`src/rtl/drnd_pkg.sv`:
```
package drnd_pkg;
  typedef enum logic [1:0] {
    RM_NEAR = 2'b00,
    RM_DOWN = 2'b01,
    RM_UP   = 2'b10,
    RM_ZERO = 2'b11
  } rmode_e;
endpackage

```
`src/rtl/drnd_split.sv`:
```
// Splits the operand into kept bits, kept LSB, guard, sticky and inexact.
module drnd_split #(
  parameter int KEEP_W = 4,
  parameter int DROP_W = 3,
  localparam int W = KEEP_W + DROP_W
) (
  input  logic [W-1:0]      mag_i,
  output logic [KEEP_W-1:0] kept_o,
  output logic              lsb_o,
  output logic              guard_o,
  output logic              sticky_o,
  output logic              inexact_o
);
  assign kept_o  = mag_i[W-1:DROP_W];
  assign lsb_o   = mag_i[DROP_W];
  assign guard_o = mag_i[DROP_W-1];

  generate
    if (DROP_W > 1) begin : g_sticky
      assign sticky_o = |mag_i[DROP_W-2:0];
    end else begin : g_nosticky
      assign sticky_o = 1'b0;
    end
  endgenerate

  assign inexact_o = guard_o | sticky_o;
endmodule

```
`src/rtl/drnd_decide.sv`:
```
// Decides whether the kept magnitude is incremented.
module drnd_decide
  import drnd_pkg::*;
(
  input  rmode_e mode_i,
  input  logic   sign_i,
  input  logic   lsb_i,
  input  logic   guard_i,
  input  logic   sticky_i,
  output logic   inc_o
);
  logic lost;
  assign lost = guard_i | sticky_i;

  always_comb begin
    unique case (mode_i)
      RM_NEAR: inc_o = guard_i & (sticky_i | lsb_i);
      RM_DOWN: inc_o = sign_i & lost;
      RM_UP:   inc_o = ~sign_i & lost;
      default: inc_o = 1'b0;
    endcase
  end
endmodule

```
`src/rtl/drnd_incr.sv`:
```
// Adds the rounding increment and reports overflow of the kept width.
module drnd_incr #(
  parameter int KEEP_W = 4
) (
  input  logic [KEEP_W-1:0] kept_i,
  input  logic              inc_i,
  output logic [KEEP_W-1:0] mag_o,
  output logic              carry_o
);
  logic [KEEP_W:0] sum;
  assign sum     = {1'b0, kept_i} + {{KEEP_W{1'b0}}, inc_i};
  assign mag_o   = sum[KEEP_W-1:0];
  assign carry_o = sum[KEEP_W];
endmodule

```
`src/rtl/drnd_unit.sv`:
```
module drnd_unit
  import drnd_pkg::*;
#(
  parameter int KEEP_W  = 4,
  parameter int DROP_W  = 3,
  parameter bit OUT_REG = 1'b1,
  localparam int W = KEEP_W + DROP_W
) (
  input  logic              clk,
  input  logic              rst_n,
  input  logic              en,
  input  logic              sign_i,
  input  logic [W-1:0]      mag_i,
  input  logic [1:0]        mode_i,
  output logic              sign_o,
  output logic [KEEP_W-1:0] mag_o,
  output logic              carry_o,
  output logic              inexact_o
);
  rmode_e            mode;
  logic [KEEP_W-1:0] kept;
  logic              lsb, guard, sticky, inexact_c, inc;
  logic [KEEP_W-1:0] mag_c;
  logic              carry_c;

  assign mode = rmode_e'(mode_i);

  drnd_split #(.KEEP_W(KEEP_W), .DROP_W(DROP_W)) u_split (
    .mag_i(mag_i), .kept_o(kept), .lsb_o(lsb), .guard_o(guard),
    .sticky_o(sticky), .inexact_o(inexact_c)
  );

  drnd_decide u_decide (
    .mode_i(mode), .sign_i(sign_i), .lsb_i(lsb), .guard_i(guard),
    .sticky_i(sticky), .inc_o(inc)
  );

  drnd_incr #(.KEEP_W(KEEP_W)) u_incr (
    .kept_i(kept), .inc_i(inc), .mag_o(mag_c), .carry_o(carry_c)
  );


  passthrough_chk: assert property (@(posedge clk) disable iff (!rst_n)
    (!guard && !sticky) |-> (!carry_c && mag_c == kept));


  carry_wrap_chk: assert property (@(posedge clk) disable iff (!rst_n)
    carry_c |-> (mag_c == '0 && kept == '1));


  trunc_chk: assert property (@(posedge clk) disable iff (!rst_n)
    (mode == RM_ZERO) |-> (!carry_c && mag_c == kept));


  tie_even_chk: assert property (@(posedge clk) disable iff (!rst_n)
    (mode == RM_NEAR && guard && !sticky) |-> !mag_c[0]);

  generate
    if (OUT_REG) begin : g_reg
      logic              sign_q, sign_d;
      logic [KEEP_W-1:0] mag_q, mag_d;
      logic              carry_q, carry_d;
      logic              inx_q, inx_d;

      always_comb begin
        sign_d  = sign_q;
        mag_d   = mag_q;
        carry_d = carry_q;
        inx_d   = inx_q;
        if (en) begin
          sign_d  = sign_i;
          mag_d   = mag_c;
          carry_d = carry_c;
          inx_d   = inexact_c;
        end
      end

      always_ff @(posedge clk or negedge rst_n) begin
        if (!rst_n) begin
          sign_q  <= 1'b0;
          mag_q   <= '0;
          carry_q <= 1'b0;
          inx_q   <= 1'b0;
        end else begin
          sign_q  <= sign_d;
          mag_q   <= mag_d;
          carry_q <= carry_d;
          inx_q   <= inx_d;
        end
      end

      assign sign_o    = sign_q;
      assign mag_o     = mag_q;
      assign carry_o   = carry_q;
      assign inexact_o = inx_q;


      hold_chk: assert property (@(posedge clk) disable iff (!rst_n)
        !en |=> ($stable(mag_o) && $stable(carry_o) && $stable(inexact_o)));


      sign_capture_chk: assert property (@(posedge clk) disable iff (!rst_n)
        en |=> (sign_o == $past(sign_i)));
    end else begin : g_comb
      assign sign_o    = sign_i;
      assign mag_o     = mag_c;
      assign carry_o   = carry_c;
      assign inexact_o = inexact_c;
    end
  endgenerate
endmodule

```
`config.mk`:
```
export PLATFORM = sky130hd
export DESIGN_NAME = drnd_unit
export DESIGN_NICKNAME = d
export VERILOG_FILES = /design/src/rtl/drnd_pkg.sv /design/src/rtl/drnd_split.sv /design/src/rtl/drnd_decide.sv /design/src/rtl/drnd_incr.sv /design/src/rtl/drnd_unit.sv
export SDC_FILE = /design/constraint.sdc
export NUM_CORES = 1
export LEC_CHECK = 0
export BUFFER_PORTS_ARGS = -buffer_cell sky130_fd_sc_hd__buf_2
export CAP_MARGIN = 20
export CORE_MARGIN = 1
export CORE_UTILIZATION = 30
export DETAILED_ROUTE_END_ITERATION = 6
export GPL_TIMING_DRIVEN = 0
export PLACE_DENSITY = 0.54
export SLEW_MARGIN = 20
export SYNTH_ARGS = -nofsm -noshare
export SYNTH_HDL_FRONTEND = slang
export SYNTH_SLANG_ARGS = --single-unit
```
`constraint.sdc`:
```
create_clock -name clk -period 1 [get_ports clk]
set_input_delay 0.1 -clock clk [delete_from_list [all_inputs] [get_ports clk]]
set_output_delay 0.1 -clock clk [all_outputs]
set_load 0.02 [all_outputs]
```
# After elaboration in Yosys (flattened, before gate mapping)

Index checks and enable logic that the tools add are counted.

Output and inout bits: 7
Logic and storage cells: 16
Register bits: 7

Multiplexer cells: 1
Reductions and logical operators: 2
Equal/unequal tests: 2
Add/subtract/negate cells: 1
Bitwise operators: 6

Operator list:

| cell               | number |
|---|---|
| $add 4x1->5        | 1 |
| $and 1x1->1        | 3 |
| $pmux 1 s3         | 1 |
| $eq 2x1->1 const B | 1 |
| $eq 2x2->1 const B | 1 |
| $logic_not 2->1    | 1 |
| $or 1x1->1         | 2 |
| $reduce_or 2->1    | 1 |
| $not 1->1          | 1 |

# Depth between registers and ports, before layout

Gate-level depths: netlist of run 1.

Depth after elaboration: 5
Mapped depth: 9
Gate-level depth less buffers: 9

# Modules after synthesis

A second synthesis of run 1 with hierarchy kept.

Cell total of the unflattened synthesis: 39
Area, all modules: 490.5 µm²

Modules (own cells, without submodules):

| module      | instances | cells each | area an instance (µm²) |
|---|---|---|---|
| drnd_unit   | 1         | 15         | 291.5 |
| drnd_decide | 1         | 10         | 81.3 |
| drnd_incr   | 1         | 6          | 60.1 |
| drnd_split  | 1         | 8          | 57.6 |

# Worst setup path before layout of run 1

OpenSTA, ideal clock, no wires.

Kind: input to register
Start: input mode_i[0]
End: register g_reg.mag_q[1] (netlist: mag_o[1])
Setup time: 125 ps
Slack: -536 ps
Required time: 875 ps
Arrival: 1411 ps
Cell stages on the path: 8
Cell sequence: inv_1 > ha_1 > nor2b_1 > a31oi_1 > a21oi_1 > ha_1 > ha_1 > mux2_4

Longest elaborated chain between the ends: 3

RTL lines:

| element                            | RTL line          | text |
|---|---|---|
| start: declaration                 | drnd_unit.sv:14   | `input logic [1:0] mode_i,` |
| $eq 2x2->1 (tied with other cells) | drnd_decide.sv:16 | `unique case (mode_i)` |
| $pmux 1 s3 *                       | drnd_decide.sv:16 |  |
| $add 4x1->5 *                      | drnd_incr.sv:11   | `assign sum = {1'b0, kept_i} + {{KEEP_W{1'b0}}, inc_i};` |
| net mag_c[1]                       | drnd_unit.sv:23   | `logic [KEEP_W-1:0] mag_c;` |
| end signal: assignment             | drnd_unit.sv:86   | `mag_q <= mag_d;` |
| end: declaration                   | drnd_unit.sv:61   | `logic [KEEP_W-1:0] mag_q, mag_d;` |

Mark *: on every way through the listed nets, which the timed path passes. The rest lies on a longest branch.
A chain may end at the register's enable or synchronous reset.

# Final worst setup path of run 1

Same ends and word-level chain as after synthesis.

==> qor.yml, run 1 <==
numCtsBuffers: 3
finalHoldViolCount: 0
synth_largest_area_cell: "dfrtp_1"
antenna_cells: 0
track_usage_pct: 12.5
rsz0062_at_grt: "yes"
drv_cap: 0
place_area_um2: 599
finalNetCount: 82
synth_warnings: 0
drive_gt1_share_pct: 57.1
ctsLongestPathBuffers: 2
overflow: 0
num_vias: 352
layout_min_cycle_time_ns: 1.32
vdd_drop_max_uv: 952
post-cts-setup-buffers: 0
rows: 13
core_area_um2: 1300
leakage_uw: 0.000305
drc: 0
antenna_found_initial: 0
worst_slew_pin_slew_ns: 0.155
grt_pass1_vias: 303
clkLatencyLatePin_ns: 0.25
wl_um: 758
synth.avg_cell_area_um2: 10.7
max_freq_mhz: 757
portBuffers: 19
synthCells: 39
place_congestion: 0.578
first_pass_iters: 2
seq_area_frac_synth_pct: 41.9
grt_pass1_wl_mm: 1.17
utilization_pct: 51.9
drt_iter0_markers: 1
drtAntennaViolNets: 0
crit_fanout: 2
synth_top_cell_area_share_pct: 41.9
power.density_nw_per_um2: 1210
synth_cell_type_count: 17
violations: "setup timing"
cts_tree: "done"
skew_ns: 0
syn-num-nets: 57
cp-start-kind: "input port"
synthesis.area_um2: 418
design.portCount: 20
syn2layout_area_growth_pct: 61.7
synth_area_leaders: "dfrtp_1 (42%), ha_1 (15%), mux2_4 (7.2%)"
hpwl_um: 626
setup_ws_ns: -0.321
slew_viol_final: 0
endpoint_kind: "register"
fp.dieArea_um2: 1550
cp.arrival_ns: 1.45
slew_headroom_pct: 89.7
wl_per_cell_um: 9.72
final_area_um2: 676
via_per_inst: 4.51
crit_required_ns: 1.13
hp-class: "in -> reg"
clk_pin_slew_ns: 0.05
ys_ff_latch: 7
status: "complete, but fails checks"
final.period_utilization_pct: 132
cts_sinks: 7
clockRootBuffer: "clkbuf_4"
setup_violations: 5
htreeDepth: 1
grt_max_degree: 11
start_util_pct: 32.1
die_height_um: 39.3
dieWidth_um: 39.3
critical_path_class: "in -> reg"
==> cell families after synthesis <==
| family | share of synthesized area [%] |
|---|---|
| and+or+nand+nor | 12.9 |
| AOI/OAI and AO/OA | 8.68 |
| DFF | 41.9 |
| adders and majority gates | 15.0 |
| buffers and inverters | 5.39 |
| xor gates and xnor gates | 6.29 |
| muxes | 9.88 |
==> worst max-delay path: stages <==
cell and delay [ns]:
buf_12 0.09, inv_12 0.03, ha_4 0.24, nor2b_4 0.12, a31oi_1 0.07, a21oi_1 0.13, ha_2 0.22, ha_4 0.20
mux2_4 0.25
==> registers in the layout, indices dropped and copies added, names as in the netlist <==
name       cells
carry_o        1
inexact_o      1
mag_o          4
sign_o         1
==> path summary, 6_finish.rpt <==
kind / start / endpoint / slack (ns) / depth (start not counted)
worst max-delay path: mode_i[0] / mag_o[1] / -0.32 / 9
worst min-delay path: en / sign_o / 0.12 / 2
worst max register to register: mag_o[0] / mag_o[0] / 0.24 / 1
worst min register to register: sign_o / sign_o / 0.51 / 1
max in group asynchronous: rst_n / inexact_o / 0.64 / 2
min in group asynchronous: rst_n / mag_o[1] / 0.21 / 2
==> power by group <==
group / total (uW) / switching [uW] / internal (uW)
combinational: 241 / 119 / 122
sequential: 328 / 14.7 / 313
clock: 248 / 96.6 / 152
total: 818 / 230 / 587
==> cells in the final DEF, fill, tap and decap left out <==
cell type,netlist,routed
clkbuf_4,0,3
a21oi_1,4,4
buf_2,0,17
clkbuf_1,0,1
a31oi_1,1,1
or2_1,1,1
inv_8,0,1
o21ai_0,2,1
dlygate4sd3_1,0,1
xor2_1,2,1
buf_12,0,2
inv_1,3,1
nor2b_1,2,1
ha_4,0,3
dfrtp_1,7,7
nand4_1,1,1
xor2_2,0,1
nand3_2,1,1
buf_6,1,1
ha_2,0,2
mux2_4,2,2
inv_12,0,1
nor2b_4,0,1
o21ai_1,0,1
mux2_2,1,1
nand2_1,1,1
xnor2_1,1,1
nor2_1,4,4
==> cell usage after synthesis, drive strengths merged <==
cell   count
nor2       4
a21oi      4
xor2       2
or2        1
ha         5
o21ai      2
nand3      1
buf        1
nand2      1
inv        3
a31oi      1
dfrtp      7
nor2b      2
mux2       3
xnor2      1
nand4      1
==> final cells by class <==
| cell class | instances | area (um^2) |
|---|---|---|
| inverters | 3 | 31.3 |
| multi-input cells | 28 | 278 |
| flip-flops and latches | 7 | 175 |
| well taps | 15 | 18.8 |
| plain buffers | 1 | 11.3 |
| clock buffers | 4 | 26.3 |
| repair buffers | 20 | 135 |
| fillers | 120 | 626 |
==> routing by layer <==
| layer | wire [um] | global-route usage (%) | share of wire (%) |
|---|---|---|---|
| met1 | 350 | 15.5 | 46 |
| met2 | 335 | 16.3 | 44 |
| met3 | 72 | 8.52 | 9.5 |
| met4 | 0 | 5.17 | 0 |
| met5 | 0 | 0 | 0 |
==> per-stage QoR <==
stage          setup WS [ns]  TNS (ns)  instances  power [uW]  hold WS (ns)
2_1_floorplan         -0.468     -1.65         39         469        -0.196
3_3_place_gp          -0.727     -3.00         73         557       -0.0597
3_5_place_dp          -0.737     -3.05         73         557       -0.0625
4_1_cts               -0.323     -1.03         78         835         0.115
5_1_grt               -0.361     -1.28         78         884         0.125
6_report              -0.321     -1.00         78         818         0.124
==> timing repair <==
| item | in CTS | in global routing |
|---|---|---|
| hold endpoints to repair | 7 | 0 |
| hold buffers | 1 | 0 |
| resized for setup | 9 | 1 |
| endpoints found under the setup margin | 5 | 5 |
| pin swaps | 4 | 0 |
Power figures use the tool's default switching activity.
==> run 2, diff against run 1 <==
--- a/config.mk
+++ b/config.mk
@@ -11,7 +11,7 @@
 export CORE_UTILIZATION = 30
 export DETAILED_ROUTE_END_ITERATION = 6
 export GPL_TIMING_DRIVEN = 0
-export PLACE_DENSITY = 0.54
+export PLACE_DENSITY = 0.63
 export SLEW_MARGIN = 20
 export SYNTH_ARGS = -nofsm -noshare
 export SYNTH_HDL_FRONTEND = slang
==> run 2 against run 1 <==
Compared with the run above: the flow still finishes with violations (setup timing); utilization is 0.87 points higher; cell area is 1.7% higher; critical path depth stayed put; worst hold slack worse by 0.010 ns; clock skew stayed put; cell count is 1.3% higher; maximum frequency is 2.6% lower; sequential share of layout area is 0.43 points lower; clock-buffer cell count stayed put; die area stayed put; clock power is 4% higher; first-iteration DRC count grew to 5.0 times the previous value; critical endpoint unchanged; largest cell class unchanged.
==> qor.yml, run 2 (synthesized netlist as in run 1, its figures left out) <==
rows: 13
mostFrequentLayoutCells: "buf_2 (17), dfrtp_1 (7), nor2_1 (4)"
clkLatencyLatePin_ns: 0.25
final.period_utilization_pct: 136
core_area_um2: 1300
stdcell_count: 79
skew_ns: 0
grt_max_degree: 11
drv_cap: 0
wl_met1_um: 353
slew_headroom_pct: 86.0
rsz0062_at_grt: "yes"
drt_iter0_markers: 5
track_usage_pct: 12.8
die_height_um: 39.3
max_freq_mhz: 738
setup_violations: 5
grt_pass1_wl_mm: 1.21
overflow: 0
via_per_inst: 4.70
dp.cells: 73
drc: 0
clk_pin_slew_ns: 0.05
start_util_pct: 32.1
critPathBufInv: 2
max_stage_delay_ns: 0.25
power.density_nw_per_um2: 1220
clockRootBuffer: "clkbuf_4"
met3_length_um: 77
drive_gt1_share_pct: 59.4
grt_pass1_vias: 307
place_area_um2: 599
cpMostUsedCell: "ha_4"
first_pass_iters: 2
wl_um: 886
syn2layout_area_growth_pct: 64.4
portBuffers: 19
design.portCount: 20
wl_per_cell_um: 11.2
worst_path_dominant_cell_family: "adder cells"
path_cells: "buf_12 -> inv_12 -> ha_4 -> nor2b_4 -> a31oi_1 -> a21oi_2 -> ha_2 -> ha_4 -> mux2_4"
cts_sinks: 7
final_area_um2: 687
leakage_uw: 0.000314
critical_path_class: "in -> reg"
vdd_drop_max_uv: 672
place_congestion: 0.561
setup_ws_ns: -0.356
numCtsBuffers: 3
hp-class: "in -> reg"
num_vias: 371
cp_slowest_cell: "mux2_4"
whs_ns: 0.114
place_ws_ns: -0.743
cts_tree: "done"
largest_reg_flops: 4
status: "complete, but fails checks"
top_layer_used: "met4"
drtAntennaViolNets: 0
setup_tns_ns: -1.35
cp.arrival_ns: 1.49
wl_met2_um: 440
violations: "setup timing"
antenna_cells: 0
finalNetCount: 83
final_common_cell: "buf_2"
finalHoldViolCount: 0
worst_slew_pin_slew_ns: 0.208
ctsLongestPathBuffers: 2
htreeDepth: 1
fp.dieArea_um2: 1550
crit_fanout: 2
layout_min_cycle_time_ns: 1.36
cp-start-kind: "input port"
endpoint_kind: "register"
crit_required_ns: 1.14
slew_viol_final: 0
dieWidth_um: 39.3
antenna_found_initial: 0
run 2: power breakdown:
part           switching, uW  internal (uW)
Combinational            124            128
Sequential              14.6            313
Clock                    106            152
Total                    245            594
run 2: per-stage QoR:
stage               utilization [%]  total power [uW]
floorplan                         -               469
global placement               46.1               554
detailed placement             46.1               560
CTS                            51.7               848
global route                   52.8               888
finish                         52.8               839
run 2: layout make-up:
type	count	area [um^2]
plain buffers	1	11.3
flip-flops and latches	7	175
inverters	3	31.3
fillers	123	614
repair buffers	21	143
multi-input cells	28	282
clock buffers	4	26.3
well taps	15	18.8
run 2: metal layers:
| layer | GRT usage (%) | vias to the layer above |
|---|---|---|
| li1 | - | 181 |
| met1 | 13.0 | 169 |
| met2 | 20.4 | 16 |
| met3 | 6.82 | 5 |
| met4 | 7.76 | 0 |
| met5 | 0 | - |
run 2: timing repair:
item	CTS	global route
endpoints found under the setup margin	5	5
setup buffers	0	1
gates resized for setup	9	2
hold buffers	1	0
pin swaps	5	2
hold endpoints to repair	7	0
run 2: path summary, 6_finish.rpt:
kind	start	to	slack, ns	cells after the start
max in group asynchronous	rst_n	sign_o	0.64	2
hold reg to reg	mag_o[1]	mag_o[1]	0.50	1
setup reg to reg	mag_o[0]	mag_o[0]	0.24	1
min in group asynchronous	rst_n	mag_o[2]	0.21	2
setup / recovery	mode_i[0]	mag_o[1]	-0.36	9
hold / removal	sign_i	sign_o	0.11	2
==> run 3, diff against run 2 <==
--- a/config.mk
+++ b/config.mk
@@ -5,13 +5,14 @@
 export SDC_FILE = /design/constraint.sdc
 export NUM_CORES = 1
 export LEC_CHECK = 0
-export BUFFER_PORTS_ARGS = -buffer_cell sky130_fd_sc_hd__buf_2
 export CAP_MARGIN = 20
 export CORE_MARGIN = 1
 export CORE_UTILIZATION = 30
 export DETAILED_ROUTE_END_ITERATION = 6
+export DONT_BUFFER_PORTS = 1
 export GPL_TIMING_DRIVEN = 0
-export PLACE_DENSITY = 0.63
+export HOLD_SLACK_MARGIN = 0.08
+export PLACE_DENSITY = 0.51
 export SLEW_MARGIN = 20
 export SYNTH_ARGS = -nofsm -noshare
 export SYNTH_HDL_FRONTEND = slang
==> run 3 against run 2 <==
Compared with the run above: the run still ends with setup timing left; critical path type unchanged; worst hold slack got worse by 0.0096 ns; die area stayed put; non-clock buffer count fell by 15; critical path depth decreased by 1; largest power group unchanged.
==> qor.yml, run 3 (synthesized netlist as in run 1, its figures left out) <==
track_usage_pct: 12.4
rsz0062_at_grt: "yes"
fp.dieArea_um2: 1550
clk_pin_slew_ns: 0.06
wl_um: 789
grt_max_degree: 11
drc: 0
finalHoldViolCount: 0
overflow: 0
max_stage_delay_ns: 0.25
min_from: "mag_i[4]"
hold_depth: 2
antenna_cells: 0
wl_per_cell_um: 12.3
setup_tns_ns: -0.523
cp_slowest_cell: "mux2_4"
r2r_slack_ns: 0.14
hp-class: "in -> reg"
design.portCount: 20
cts_tree: "done"
post-cts-setup-buffers: 0
max_freq_mhz: 814
mostFrequentLayoutCells: "dfrtp_1 (7), dlygate4sd3_1 (6), a21oi_1 (4), nor2_1 (4)"
path_cells: "inv_12 -> ha_4 -> nor2b_4 -> a31oi_1 -> a21oi_1 -> ha_2 -> ha_4 -> mux2_4"
cts_sinks: 7
core_area_um2: 1300
cp-start-kind: "input port"
leakage_uw: 0.000246
drv_cap: 0
whs_endpoint: "mag_o[1]"
num_vias: 319
whs_ns: 0.104
critical_path_class: "in -> reg"
power.density_nw_per_um2: 1280
worst_slew_pin_slew_ns: 0.327
crit_fanout: 2
setup_violations: 5
portBuffers: 0
final_common_cell: "dfrtp_1"
endpoint_kind: "register"
syn2layout_area_growth_pct: 44.9
clockRootBuffer: "clkbuf_4"
finalNetCount: 68
setup_ws_ns: -0.228
hpwl_um: 624
place_congestion: 0.639
dieWidth_um: 39.3
htreeDepth: 1
antenna_found_initial: 0
status: "complete, but fails checks"
drtAntennaViolNets: 0
ctsLongestPathBuffers: 2
drive_gt1_share_pct: 34.7
slew_headroom_pct: 78.2
place_area_um2: 504
rows: 13
final_area_um2: 606
clkLatencyLatePin_ns: 0.25
largest_reg_flops: 4
slew_viol_final: 0
final.period_utilization_pct: 123
cp.arrival_ns: 1.36
start_util_pct: 32.1
grt_pass1_wl_mm: 1.16
p_total_uw: 775
via_per_inst: 4.98
nFillCells: 126
timing.rr.start: "mag_o[0]"
stdcell_count: 64
first_pass_iters: 2
reg2reg_depth: 1
violations: "setup timing"
cpMostUsedCell: "ha_4"
crit_required_ns: 1.14
die_height_um: 39.3
drt_iter0_markers: 2
grt_pass1_vias: 302
skew_ns: 0
dp.cells: 54
r2r-end: "mag_o[0]"
numCtsBuffers: 3
vdd_drop_max_uv: 703
layout_min_cycle_time_ns: 1.23
==> run 3: through the flow <==
step	worst slack [ns]	util (%)
after floorplan	-0.468	-
after global placement	-0.520	38.8
after detailed placement	-0.522	38.8
after CTS	-0.217	46.5
after global routing	-0.263	46.5
final	-0.228	46.5
==> run 3: final cells by class <==
| type | instances | area [um^2] | share of cell area [%] |
|---|---|---|---|
| inverter | 3 | 31.3 | 5.17 |
| multi-input combinational | 28 | 283 | 46.7 |
| buffer | 1 | 11.3 | 1.86 |
| timing repair buffer | 6 | 60.1 | 9.92 |
| sequential | 7 | 175 | 28.9 |
| tap | 15 | 18.8 | 3.10 |
| clock buffer | 4 | 26.3 | 4.34 |
==> run 3: report_power, final <==
group	internal (uW)	switching [uW]	total, uW
clock	153	108	260
sequential	313	58.0	371
combinational	88.9	55.1	144
total	554	221	775
==> run 3: worst max path at each step <==
stage | start | to | depth (start not counted) | slack, ns
floorplan | mode_i[0] | mag_o[1] | 8 | -0.47
global placement | mode_i[0] | mag_o[1] | 8 | -0.52
detailed placement | mode_i[0] | mag_o[1] | 8 | -0.52
CTS | mode_i[0] | mag_o[1] | 8 | -0.22
global route | mode_i[0] | mag_o[1] | 8 | -0.26
finish | mode_i[0] | mag_o[1] | 8 | -0.23
==> run 3: worst max-delay path: cells and delay by family <==
family / cells / cell delay, ns
AO/OA/AOI/OAI: 2 / 0.20
adder cells (fa/ha/maj): 3 / 0.67
multiplexers: 1 / 0.25
AND/OR/NAND/NOR: 1 / 0.13
buffers and inverters: 1 / 0.02
==> run 3: what timing repair did <==
action | 4_1_cts | 5_1_grt
hold endpoints to repair | 12 | 0
hold buffers | 6 | 0
gates resized for setup | 2 | 0
pin swaps | 5 | 3
setup endpoints to repair | 5 | 5
==> run 3: routing by layer <==
layer	global-route usage, %	routed length, um
met1	12.7	319
met2	19.2	390
met3	5.68	79
met4	10.3	0
met5	0	0
